## config.mk

```make
export PLATFORM = sky130hd
export DESIGN_NAME = issue_rename_unit
export DESIGN_NICKNAME = d
export VERILOG_FILES = /design/src/rtl/issue_pkg.sv /design/src/rtl/iq_fifo.sv /design/src/rtl/iq_station_pick.sv /design/src/rtl/iq_operand.sv /design/src/rtl/issue_rename_unit.sv
export SDC_FILE = /design/constraint.sdc
export NUM_CORES = 1
export LEC_CHECK = 0
export BUFFER_PORTS_ARGS = -buffer_cell sky130_fd_sc_hd__buf_4
export CAP_MARGIN = 20
export CORE_MARGIN = 2
export CORE_UTILIZATION = 45
export DETAILED_ROUTE_END_ITERATION = 8
export PLACE_DENSITY = 0.73
export SLEW_MARGIN = 20
export SYNTH_ARGS = -nofsm -noshare
export SYNTH_HDL_FRONTEND = slang
export SYNTH_SLANG_ARGS = --single-unit
```

## constraint.sdc

```tcl
create_clock -name clk -period 13.5 [get_ports clk]
set_input_delay 0 -clock clk [delete_from_list [all_inputs] [get_ports clk]]
set_output_delay 0 -clock clk [all_outputs]
set_load 0.03 [all_outputs]
```

## src/rtl/issue_pkg.sv

```systemverilog
package issue_pkg;
  typedef enum logic [1:0] {
    CLS_STORE  = 2'd0,
    CLS_LOAD   = 2'd1,
    CLS_ADDSUB = 2'd2,
    CLS_MULDIV = 2'd3
  } iclass_e;

  localparam int NUM_CLS = 4;
endpackage

```

## src/rtl/iq_fifo.sv

```systemverilog
module iq_fifo #(
  parameter int W     = 16,
  parameter int DEPTH = 4
) (
  input  logic         clk,
  input  logic         rst,
  input  logic         push,
  input  logic         pop,
  input  logic [W-1:0] din,
  output logic [W-1:0] head,
  output logic         full,
  output logic         empty
);
  localparam int AW = (DEPTH > 1) ? $clog2(DEPTH) : 1;
  localparam int CW = $clog2(DEPTH + 1);
  localparam logic [AW-1:0] LAST = AW'(DEPTH - 1);

  logic [W-1:0]  mem [DEPTH];
  logic [AW-1:0] wp, rp;
  logic [CW-1:0] cnt;

  // storage has no reset so it can map onto RAM
  always_ff @(posedge clk) begin
    if (push) mem[wp] <= din;
  end

  always_ff @(posedge clk) begin
    if (rst) begin
      wp  <= '0;
      rp  <= '0;
      cnt <= '0;
    end else begin
      if (push) wp <= (wp == LAST) ? '0 : wp + 1'b1;
      if (pop)  rp <= (rp == LAST) ? '0 : rp + 1'b1;
      case ({push, pop})
        2'b10:   cnt <= cnt + 1'b1;
        2'b01:   cnt <= cnt - 1'b1;
        default: cnt <= cnt;
      endcase
    end
  end

  assign head  = mem[rp];
  assign full  = (cnt == CW'(DEPTH));
  assign empty = (cnt == '0);
endmodule

```

## src/rtl/iq_station_pick.sv

```systemverilog
module iq_station_pick import issue_pkg::*; #(
  parameter int N_STORE = 5,
  parameter int N_LOAD  = 5,
  parameter int N_ADD   = 3,
  parameter int N_MUL   = 2,
  parameter int TAG_W   = 4,
  localparam int NSTN   = N_STORE + N_LOAD + N_ADD + N_MUL
) (
  input  iclass_e          cls,
  input  logic [NSTN-1:0]  avail,
  output logic             found,
  output logic [TAG_W-1:0] id
);
  function automatic int cls_lo(input int c);
    case (c)
      0:       return 1;
      1:       return 1 + N_STORE;
      2:       return 1 + N_STORE + N_LOAD;
      default: return 1 + N_STORE + N_LOAD + N_ADD;
    endcase
  endfunction

  function automatic int cls_cnt(input int c);
    case (c)
      0:       return N_STORE;
      1:       return N_LOAD;
      2:       return N_ADD;
      default: return N_MUL;
    endcase
  endfunction

  logic [NUM_CLS-1:0] f_c;
  logic [TAG_W-1:0]   id_c [NUM_CLS];

  for (genvar c = 0; c < NUM_CLS; c++) begin : g_cls
    localparam int LO  = cls_lo(c);
    localparam int CNT = cls_cnt(c);
    logic             fc;
    logic [TAG_W-1:0] idc;

    // scan downward so the lowest free ID wins
    always_comb begin
      fc  = 1'b0;
      idc = '0;
      for (int i = CNT - 1; i >= 0; i--) begin
        if (avail[LO - 1 + i]) begin
          fc  = 1'b1;
          idc = TAG_W'(LO + i);
        end
      end
    end

    assign f_c[c]  = fc;
    assign id_c[c] = idc;
  end

  assign found = f_c[cls];
  assign id    = id_c[cls];
endmodule

```

## src/rtl/iq_operand.sv

```systemverilog
module iq_operand #(
  parameter int DATA_W = 64,
  parameter int TAG_W  = 4,
  parameter int REG_AW = 5
) (
  input  logic [REG_AW-1:0] src,
  input  logic [DATA_W-1:0] rf_data,
  input  logic [TAG_W-1:0]  rf_tag,
  input  logic              byp_valid,
  input  logic [REG_AW-1:0] byp_addr,
  input  logic [TAG_W-1:0]  byp_tag,
  output logic [TAG_W-1:0]  q,
  output logic [DATA_W-1:0] v
);
  // rename still in flight to the register file overrides its tag
  always_comb begin
    q = (byp_valid && (byp_addr == src)) ? byp_tag : rf_tag;
    v = (q == '0) ? rf_data : '0;
  end
endmodule

```

## src/rtl/issue_rename_unit.sv

```systemverilog
module issue_rename_unit import issue_pkg::*; #(
  parameter int DEPTH   = 4,
  parameter int DATA_W  = 64,
  parameter int REG_AW  = 5,
  parameter int OP_W    = 3,
  parameter int N_STORE = 5,
  parameter int N_LOAD  = 5,
  parameter int N_ADD   = 3,
  parameter int N_MUL   = 2,
  parameter int TAG_W   = 4,
  localparam int NSTN   = N_STORE + N_LOAD + N_ADD + N_MUL
) (
  input  logic              clk,
  input  logic              rst,
  input  logic              in_valid,
  output logic              in_ready,
  input  logic [1:0]        in_cls,
  input  logic [OP_W-1:0]   in_op,
  input  logic [REG_AW-1:0] in_dst,
  input  logic [REG_AW-1:0] in_srcj,
  input  logic [REG_AW-1:0] in_srck,
  input  logic [NSTN-1:0]   stn_free,
  output logic [REG_AW-1:0] rf_raddr_j,
  output logic [REG_AW-1:0] rf_raddr_k,
  input  logic [DATA_W-1:0] rf_rdata_j,
  input  logic [DATA_W-1:0] rf_rdata_k,
  input  logic [TAG_W-1:0]  rf_rtag_j,
  input  logic [TAG_W-1:0]  rf_rtag_k,
  output logic              ren_valid,
  output logic [REG_AW-1:0] ren_addr,
  output logic [TAG_W-1:0]  ren_tag,
  output logic              iss_valid,
  output logic [TAG_W-1:0]  iss_id,
  output logic [OP_W-1:0]   iss_op,
  output logic [DATA_W-1:0] iss_vj,
  output logic [DATA_W-1:0] iss_vk,
  output logic [TAG_W-1:0]  iss_qj,
  output logic [TAG_W-1:0]  iss_qk
);
  localparam int ENT_W = 2 + OP_W + 3 * REG_AW;
  localparam int NSRC  = 2;

  logic [ENT_W-1:0]  push_ent, head_ent;
  logic              q_full, q_empty, do_push, do_issue;
  iclass_e           h_cls;
  logic [OP_W-1:0]   h_op;
  logic [REG_AW-1:0] h_dst, h_sj, h_sk;
  logic [NSTN-1:0]   taken, avail;
  logic              pick_ok;
  logic [TAG_W-1:0]  pick_id;

  assign push_ent = {in_cls, in_op, in_dst, in_srcj, in_srck};
  assign do_push  = in_valid && !q_full;
  assign in_ready = !q_full;

  iq_fifo #(.W(ENT_W), .DEPTH(DEPTH)) u_fifo (
    .clk   (clk),
    .rst   (rst),
    .push  (do_push),
    .pop   (do_issue),
    .din   (push_ent),
    .head  (head_ent),
    .full  (q_full),
    .empty (q_empty)
  );

  assign h_cls = iclass_e'(head_ent[ENT_W-1 -: 2]);
  assign {h_op, h_dst, h_sj, h_sk} = head_ent[ENT_W-3:0];

  // station handed out last cycle is not yet visible as busy upstream
  assign taken = iss_valid ? (NSTN'(1) << (iss_id - TAG_W'(1))) : '0;
  assign avail = stn_free & ~taken;

  iq_station_pick #(
    .N_STORE(N_STORE), .N_LOAD(N_LOAD), .N_ADD(N_ADD), .N_MUL(N_MUL),
    .TAG_W(TAG_W)
  ) u_pick (
    .cls   (h_cls),
    .avail (avail),
    .found (pick_ok),
    .id    (pick_id)
  );

  assign do_issue = !q_empty && pick_ok;

  assign rf_raddr_j = h_sj;
  assign rf_raddr_k = h_sk;

  logic [REG_AW-1:0] src_a  [NSRC];
  logic [DATA_W-1:0] rdat_a [NSRC];
  logic [TAG_W-1:0]  rtag_a [NSRC];
  logic [TAG_W-1:0]  q_a    [NSRC];
  logic [DATA_W-1:0] v_a    [NSRC];

  assign src_a[0]  = h_sj;
  assign src_a[1]  = h_sk;
  assign rdat_a[0] = rf_rdata_j;
  assign rdat_a[1] = rf_rdata_k;
  assign rtag_a[0] = rf_rtag_j;
  assign rtag_a[1] = rf_rtag_k;

  for (genvar s = 0; s < NSRC; s++) begin : g_src
    iq_operand #(.DATA_W(DATA_W), .TAG_W(TAG_W), .REG_AW(REG_AW)) u_opnd (
      .src       (src_a[s]),
      .rf_data   (rdat_a[s]),
      .rf_tag    (rtag_a[s]),
      .byp_valid (ren_valid),
      .byp_addr  (ren_addr),
      .byp_tag   (ren_tag),
      .q         (q_a[s]),
      .v         (v_a[s])
    );
  end

  always_ff @(posedge clk) begin
    if (rst) begin
      iss_valid <= 1'b0;
      ren_valid <= 1'b0;
    end else begin
      iss_valid <= do_issue;
      ren_valid <= do_issue && (h_cls != CLS_STORE);
    end
  end

  always_ff @(posedge clk) begin
    if (do_issue) begin
      iss_id   <= pick_id;
      iss_op   <= h_op;
      iss_qj   <= q_a[0];
      iss_qk   <= q_a[1];
      iss_vj   <= v_a[0];
      iss_vk   <= v_a[1];
      ren_addr <= h_dst;
      ren_tag  <= pick_id;
    end
  end
endmodule

```

==> results of run 1 <==
==> power breakdown <==
part	switching (W)	total [W]	internal (W)
Clock	0.000272	0.000675	0.000403
Sequential	0.000132	0.00129	0.00116
Combinational	0.000868	0.00133	0.000460
==> cell type report <==
cell class	count	area [µm²]
sequential	239	7070
inverter	8	30.0
clock inverter	12	135
clock buffer	33	666
fill	1426	6810
multi-input combinational	278	2470
antenna	4	10.0
tap	280	350
timing repair buffer	501	4160
==> worst min path at each step <==
stage	to	cells after the start
after floorplan	u_fifo.mem[0][0]	0
after global placement	u_fifo.mem[2][0]	1
after detailed placement	u_fifo.mem[3][5]	1
after CTS	iss_id[0]	4
after global routing	iss_id[2]	4
final	iss_id[0]	4
==> logic make-up after synthesis <==
family,Yosys count,synth area share (%)
AOI/OAI and AO/OA,41,2.55
xor gates and xnor gates,12,1.06
buffers and inverters,45,3.50
muxes,34,6.53
DFF,239,71.6
adders and majority gates,7,0.963
and+or+nand+nor,184,13.8
==> synth_stat cells, drive strengths merged, types with 6 or more instances <==
cell type / n / area [µm²]
a21oi: 8 / 43.8
and2: 128 / 1040
and3: 8 / 50.1
buf: 33 / 300
dfxtp: 11 / 220
edfxtp: 228 / 6850
ha: 6 / 75.1
inv: 8 / 30.0
mux2: 11 / 124
mux4: 20 / 465
nand2: 6 / 22.5
nor2: 9 / 33.8
o21ai: 17 / 85.1
xor2: 10 / 87.6
==> critical path, stage by stage, from the launching register on <==
cell,delay [ns]
dfxtp_1,0.93
mux4_2,0.50
a21boi_0,0.31
o31ai_1,0.19
a21oi_4,0.18
buf_4,0.70
buf_4,0.97
==> metal layers <==
| metal | vias up | global-route usage [%] | share of wire (%) |
|---|---|---|---|
| li1 | 3070 | - | - |
| met1 | 3337 | 26.4 | 37 |
| met2 | 270 | 42.9 | 54 |
| met3 | 54 | 4.59 | 5.5 |
| met4 | 0 | 7.17 | 3.0 |
| met5 | - | 0 | 0 |
==> stage by stage <==
step           worst slack (ns)  cell area (µm²)  power, W
6_report                   9.27            14900   0.00330
5_1_grt                    8.98            14900   0.00342
4_1_cts                    9.21            14900   0.00330
3_5_place_dp               9.22            12500   0.00258
3_3_place_gp               9.26            12500   0.00257
2_1_floorplan              5.77             9870   0.00210
==> repair_timing <==
| item | 4_1_cts | 5_1_grt |
|---|---|---|
| endpoints found under the setup margin | 0 | 0 |
| hold buffers | 158 | 0 |
| setup buffers | 0 | 0 |
| hold endpoints to repair | 227 | 0 |
==> flip-flops by register name, indices dropped and copies added, names as in the netlist, named ones only <==
register	cells
u_fifo.wp	2
u_fifo.mem	80
iss_vj	64
iss_op	3
ren_addr	5
iss_qk	4
iss_vk	64
u_fifo.rp	2
iss_id	4
iss_valid	1
u_fifo.cnt	3
iss_qj	4
ren_valid	1
==> results.sh, run 1 <==
export IMPL_ys_types=46
export IMPL_ant_nets=0
export IMPL_final_common_cell="buf_4"
export IMPL_reg2reg_to="iss_vk[7]"
export IMPL_antenna_found_initial=4
export IMPL_clkLatencyLatePin_ns=0.50
export IMPL_area_delta_synth_final_pct=50.8
export IMPL_period_needed_ns=4.23
export IMPL_clockBufferDepth=3
export IMPL_cp_end_kind="flop"
export IMPL_vias=6731
export IMPL_whs_ns=0.0352
export IMPL_critPathRequiredTime_ns=13.62
export IMPL_seq_area_frac_synth_pct=71.6
export IMPL_grtUsageTotal_pct=22.9
export IMPL_cts_sinks=239
export IMPL_grt_max_degree=87
export IMPL_syn_num_nets=743
export IMPL_critPathKind="flop to flop"
export IMPL_ys_warnings_count=0
export IMPL_layout_nets=1234
export IMPL_fmax_mhz=236
export IMPL_synth_edff_count=228
export IMPL_coreArea_um2=21700
export IMPL_cts_buffers=25
export IMPL_gr_total_overflow=0
export IMPL_fp_dieW_um=152
export IMPL_clkSlewWorstSetupHoldPaths_ns=0.06
export IMPL_die_h_um=152
export IMPL_die_area_um2=23100
export IMPL_min_delay_start="stn_free[1]"
export IMPL_p_leak_nw=5.98
export IMPL_post_route_util_pct=68.6
export IMPL_syn_area_per_cell_um2=17.6
export IMPL_grt_pass1_wl_um=40900
export IMPL_powerDensity_nw_per_um2=222
export IMPL_synth_flop_cell="edfxtp_1"
export IMPL_drt_pass1_iter_count=4
export IMPL_hold_violations=0
export IMPL_clock_root_buffer="clkbuf_16"
export IMPL_grt_pass1_vias=6942
export IMPL_setup_violations=0
export IMPL_synthArstFlopShare_pct=0
export IMPL_syn_area_um2=9870
export IMPL_drive_gt1_share_pct=47.4
export IMPL_crit_end="iss_vk[7]"
export IMPL_io_pins=339
export IMPL_clock_skew_ns=0.00927
export IMPL_finalNonFillerCells=1355
export IMPL_drt_wl_total_um=27400
export IMPL_start_util_pct=45.5
export IMPL_maxCapViolations=0
export IMPL_r2r_setup_slack_ns=9.27
export IMPL_wl_per_cell_um=20.2
export IMPL_reg2regPathDepth=6
export IMPL_grt_setup_unrepaired="no"
export IMPL_syn_inst=562
export IMPL_hold_class="input port to flop"
export IMPL_vias_per_cell=4.97
export IMPL_synth_seq_cells=239
export IMPL_finalWeightedCongestion=0.832
export IMPL_finalCritPeriodShare_pct=31.3
export IMPL_critPathLaunchType="flop"
export IMPL_placed_cells=1148
export IMPL_layout_common_cells="buf_4, edfxtp_1, dlygate4sd3_1"
export IMPL_drc=0
export IMPL_num_rows=54
export IMPL_ir_drop_uv=146
export IMPL_fin_tns_setup_ns=0
export IMPL_htree_levels=1
export IMPL_cts_tree="yes"
export IMPL_worst_slew_pin_slew_ns=1.12
export IMPL_io_buffers=338
export IMPL_post_dp_hpwl_um=17200
export IMPL_outcome="completed"
export IMPL_slew_violations=0
export IMPL_crit_fanout=86
export IMPL_cp_arrival_ns=4.35
export IMPL_dr_first_iter_drc_count=409
export IMPL_cts_resized=0
export IMPL_max_slew_margin_pct=25.5
Power figures use the tool's default switching activity.
==> run 2: changes to the inputs <==
clock period = 4.4 ns   (was 13.5 ns; I/O delays follow)
==> results.sh, run 2 (synthesis results as in run 1) <==
export IMPL_powerDensity_nw_per_um2=680
export IMPL_drt_pass1_iter_count=5
export IMPL_wl_per_cell_um=20.1
export IMPL_fin_tns_setup_ns=0
export IMPL_p_leak_nw=6.00
export IMPL_die_h_um=152
export IMPL_clock_root_buffer="clkbuf_16"
export IMPL_outcome="completed"
export IMPL_r2r_setup_slack_ns=1.03
export IMPL_post_route_util_pct=69.0
export IMPL_grt_max_degree=153
export IMPL_grt_setup_unrepaired="no"
export IMPL_num_rows=54
export IMPL_vias=6633
export IMPL_finalWeightedCongestion=0.818
export IMPL_io_pins=339
export IMPL_final_common_cell="buf_4"
export IMPL_hold_violations=0
export IMPL_grtUsageTotal_pct=23.0
export IMPL_cts_tree="yes"
export IMPL_finalCritPeriodShare_pct=76.7
export IMPL_clkSlewWorstSetupHoldPaths_ns=0.06
export IMPL_critPathLaunchType="flop"
export IMPL_dr_first_iter_drc_count=418
export IMPL_max_slew_margin_pct=29.9
export IMPL_cts_sinks=239
export IMPL_grt_pass1_vias=6929
export IMPL_critPathKind="flop to flop"
export IMPL_reg2regPathDepth=7
export IMPL_die_area_um2=23100
export IMPL_min_delay_start="stn_free[1]"
export IMPL_ir_drop_uv=809
export IMPL_min_to="iss_id[0]"
export IMPL_fp_dieW_um=152
export IMPL_min_path_cells=4
export IMPL_period_needed_ns=3.37
export IMPL_htree_levels=1
export IMPL_grt_pass1_wl_um=41000
export IMPL_regMostFlops="u_fifo.mem"
export IMPL_gr_total_overflow=0
export IMPL_area_delta_synth_final_pct=51.6
export IMPL_antenna_found_initial=7
export IMPL_hold_class="input port to flop"
export IMPL_clockBufferDepth=3
export IMPL_slew_violations=0
export IMPL_maxCapViolations=0
export IMPL_drc=0
export IMPL_drive_gt1_share_pct=48.1
export IMPL_setup_violations=0
export IMPL_crit_fanout=64
export IMPL_clkLatencyLatePin_ns=0.51
export IMPL_reg2reg_to="iss_vk[20]"
export IMPL_critPathRequiredTime_ns=4.75
export IMPL_reg_largest_list="u_fifo.mem (80), iss_vj (64), iss_vk (64)"
export IMPL_fmax_mhz=296
export IMPL_vias_per_cell=4.89
export IMPL_cts_resized=0
export IMPL_coreArea_um2=21700
export IMPL_cp_end_kind="flop"
export IMPL_layout_common_cells="buf_4, edfxtp_1, dlygate4sd3_1"
export IMPL_cp_arrival_ns=3.73
export IMPL_start_util_pct=45.5
export IMPL_largest_reg_flops=80
export IMPL_cts_buffers=25
export IMPL_worst_slew_pin_slew_ns=1.05
export IMPL_clock_skew_ns=0.0162
export IMPL_io_buffers=338
export IMPL_ant_nets=0
export IMPL_post_dp_hpwl_um=17200
export IMPL_layout_nets=1235
export IMPL_drt_wl_total_um=27300
[run 2: worst max-delay path, stage by stage (launching register included)]
cell     delay, ns
dfxtp_2       0.56
mux4_1        0.66
xor2_1        0.17
nor4_1        0.36
and3_1        0.40
mux2i_4       0.27
buf_4         0.52
and2_1        0.27
[run 2: repair_timing]
| item | in CTS | in global routing |
|---|---|---|
| setup endpoints to repair | 0 | 0 |
| hold endpoints to repair | 227 | 0 |
| hold buffers | 158 | 0 |
| buffers inserted | 0 | 0 |
[run 2: power breakdown]
part	switching, W	total [W]	internal, W
Sequential	0.000399	0.00396	0.00356
Clock	0.000833	0.00210	0.00127
Combinational	0.00268	0.00411	0.00143
[run 2: area by class of cell]
cell class	count	area [µm²]
Inverter	8	30.0
Timing Repair Buffer	502	4200
Sequential cell	239	7070
Tap cell	280	350
Clock buffer	36	697
Multi-Input combinational cell	278	2490
Antenna cell	7	17.5
Clock inverter	6	109
Fill cell	1342	6730
[run 2: layer usage]
layer  wire length, µm  up-vias  GRT usage [%]
met2             14600      281           41.3
li1                  -     3069              -
met5                 0        -              0
met1              9880     3214           26.5
met4               933        0           9.21
met3              1900       69           5.59
[run 2: how the worst max path moves through the flow]
| stage | startpoint | to | slack, ns | depth (start not counted) |
|---|---|---|---|---|
| final | flop | iss_vk[20] | 1.03 | 7 |
| after global routing | flop | iss_vk[20] | 0.83 | 7 |
| after CTS | flop | iss_vk[20] | 0.94 | 7 |
| after detailed placement | flop | iss_vk[20] | 0.96 | 7 |
| after global placement | flop | iss_vk[20] | 0.97 | 7 |
| after floorplan | flop | u_fifo.cnt[2] | -1.22 | 12 |
[run 2: stage by stage]
| stage | cells | cell area, µm² | hold WS [ns] | setup WS [ns] | power (W) |
|---|---|---|---|---|---|
| after floorplan | 562 | 9930 | 0.0989 | -1.22 | 0.00643 |
| after CTS | 1348 | 14900 | 0.00442 | 0.937 | 0.0102 |
| after global routing | 1356 | 15000 | 0.0481 | 0.832 | 0.0106 |
| after detailed placement | 1148 | 12500 | 0.203 | 0.962 | 0.00796 |
| after global placement | 1148 | 12500 | 0.200 | 0.973 | 0.00791 |
| final | 1356 | 15000 | 0.0354 | 1.03 | 0.0102 |
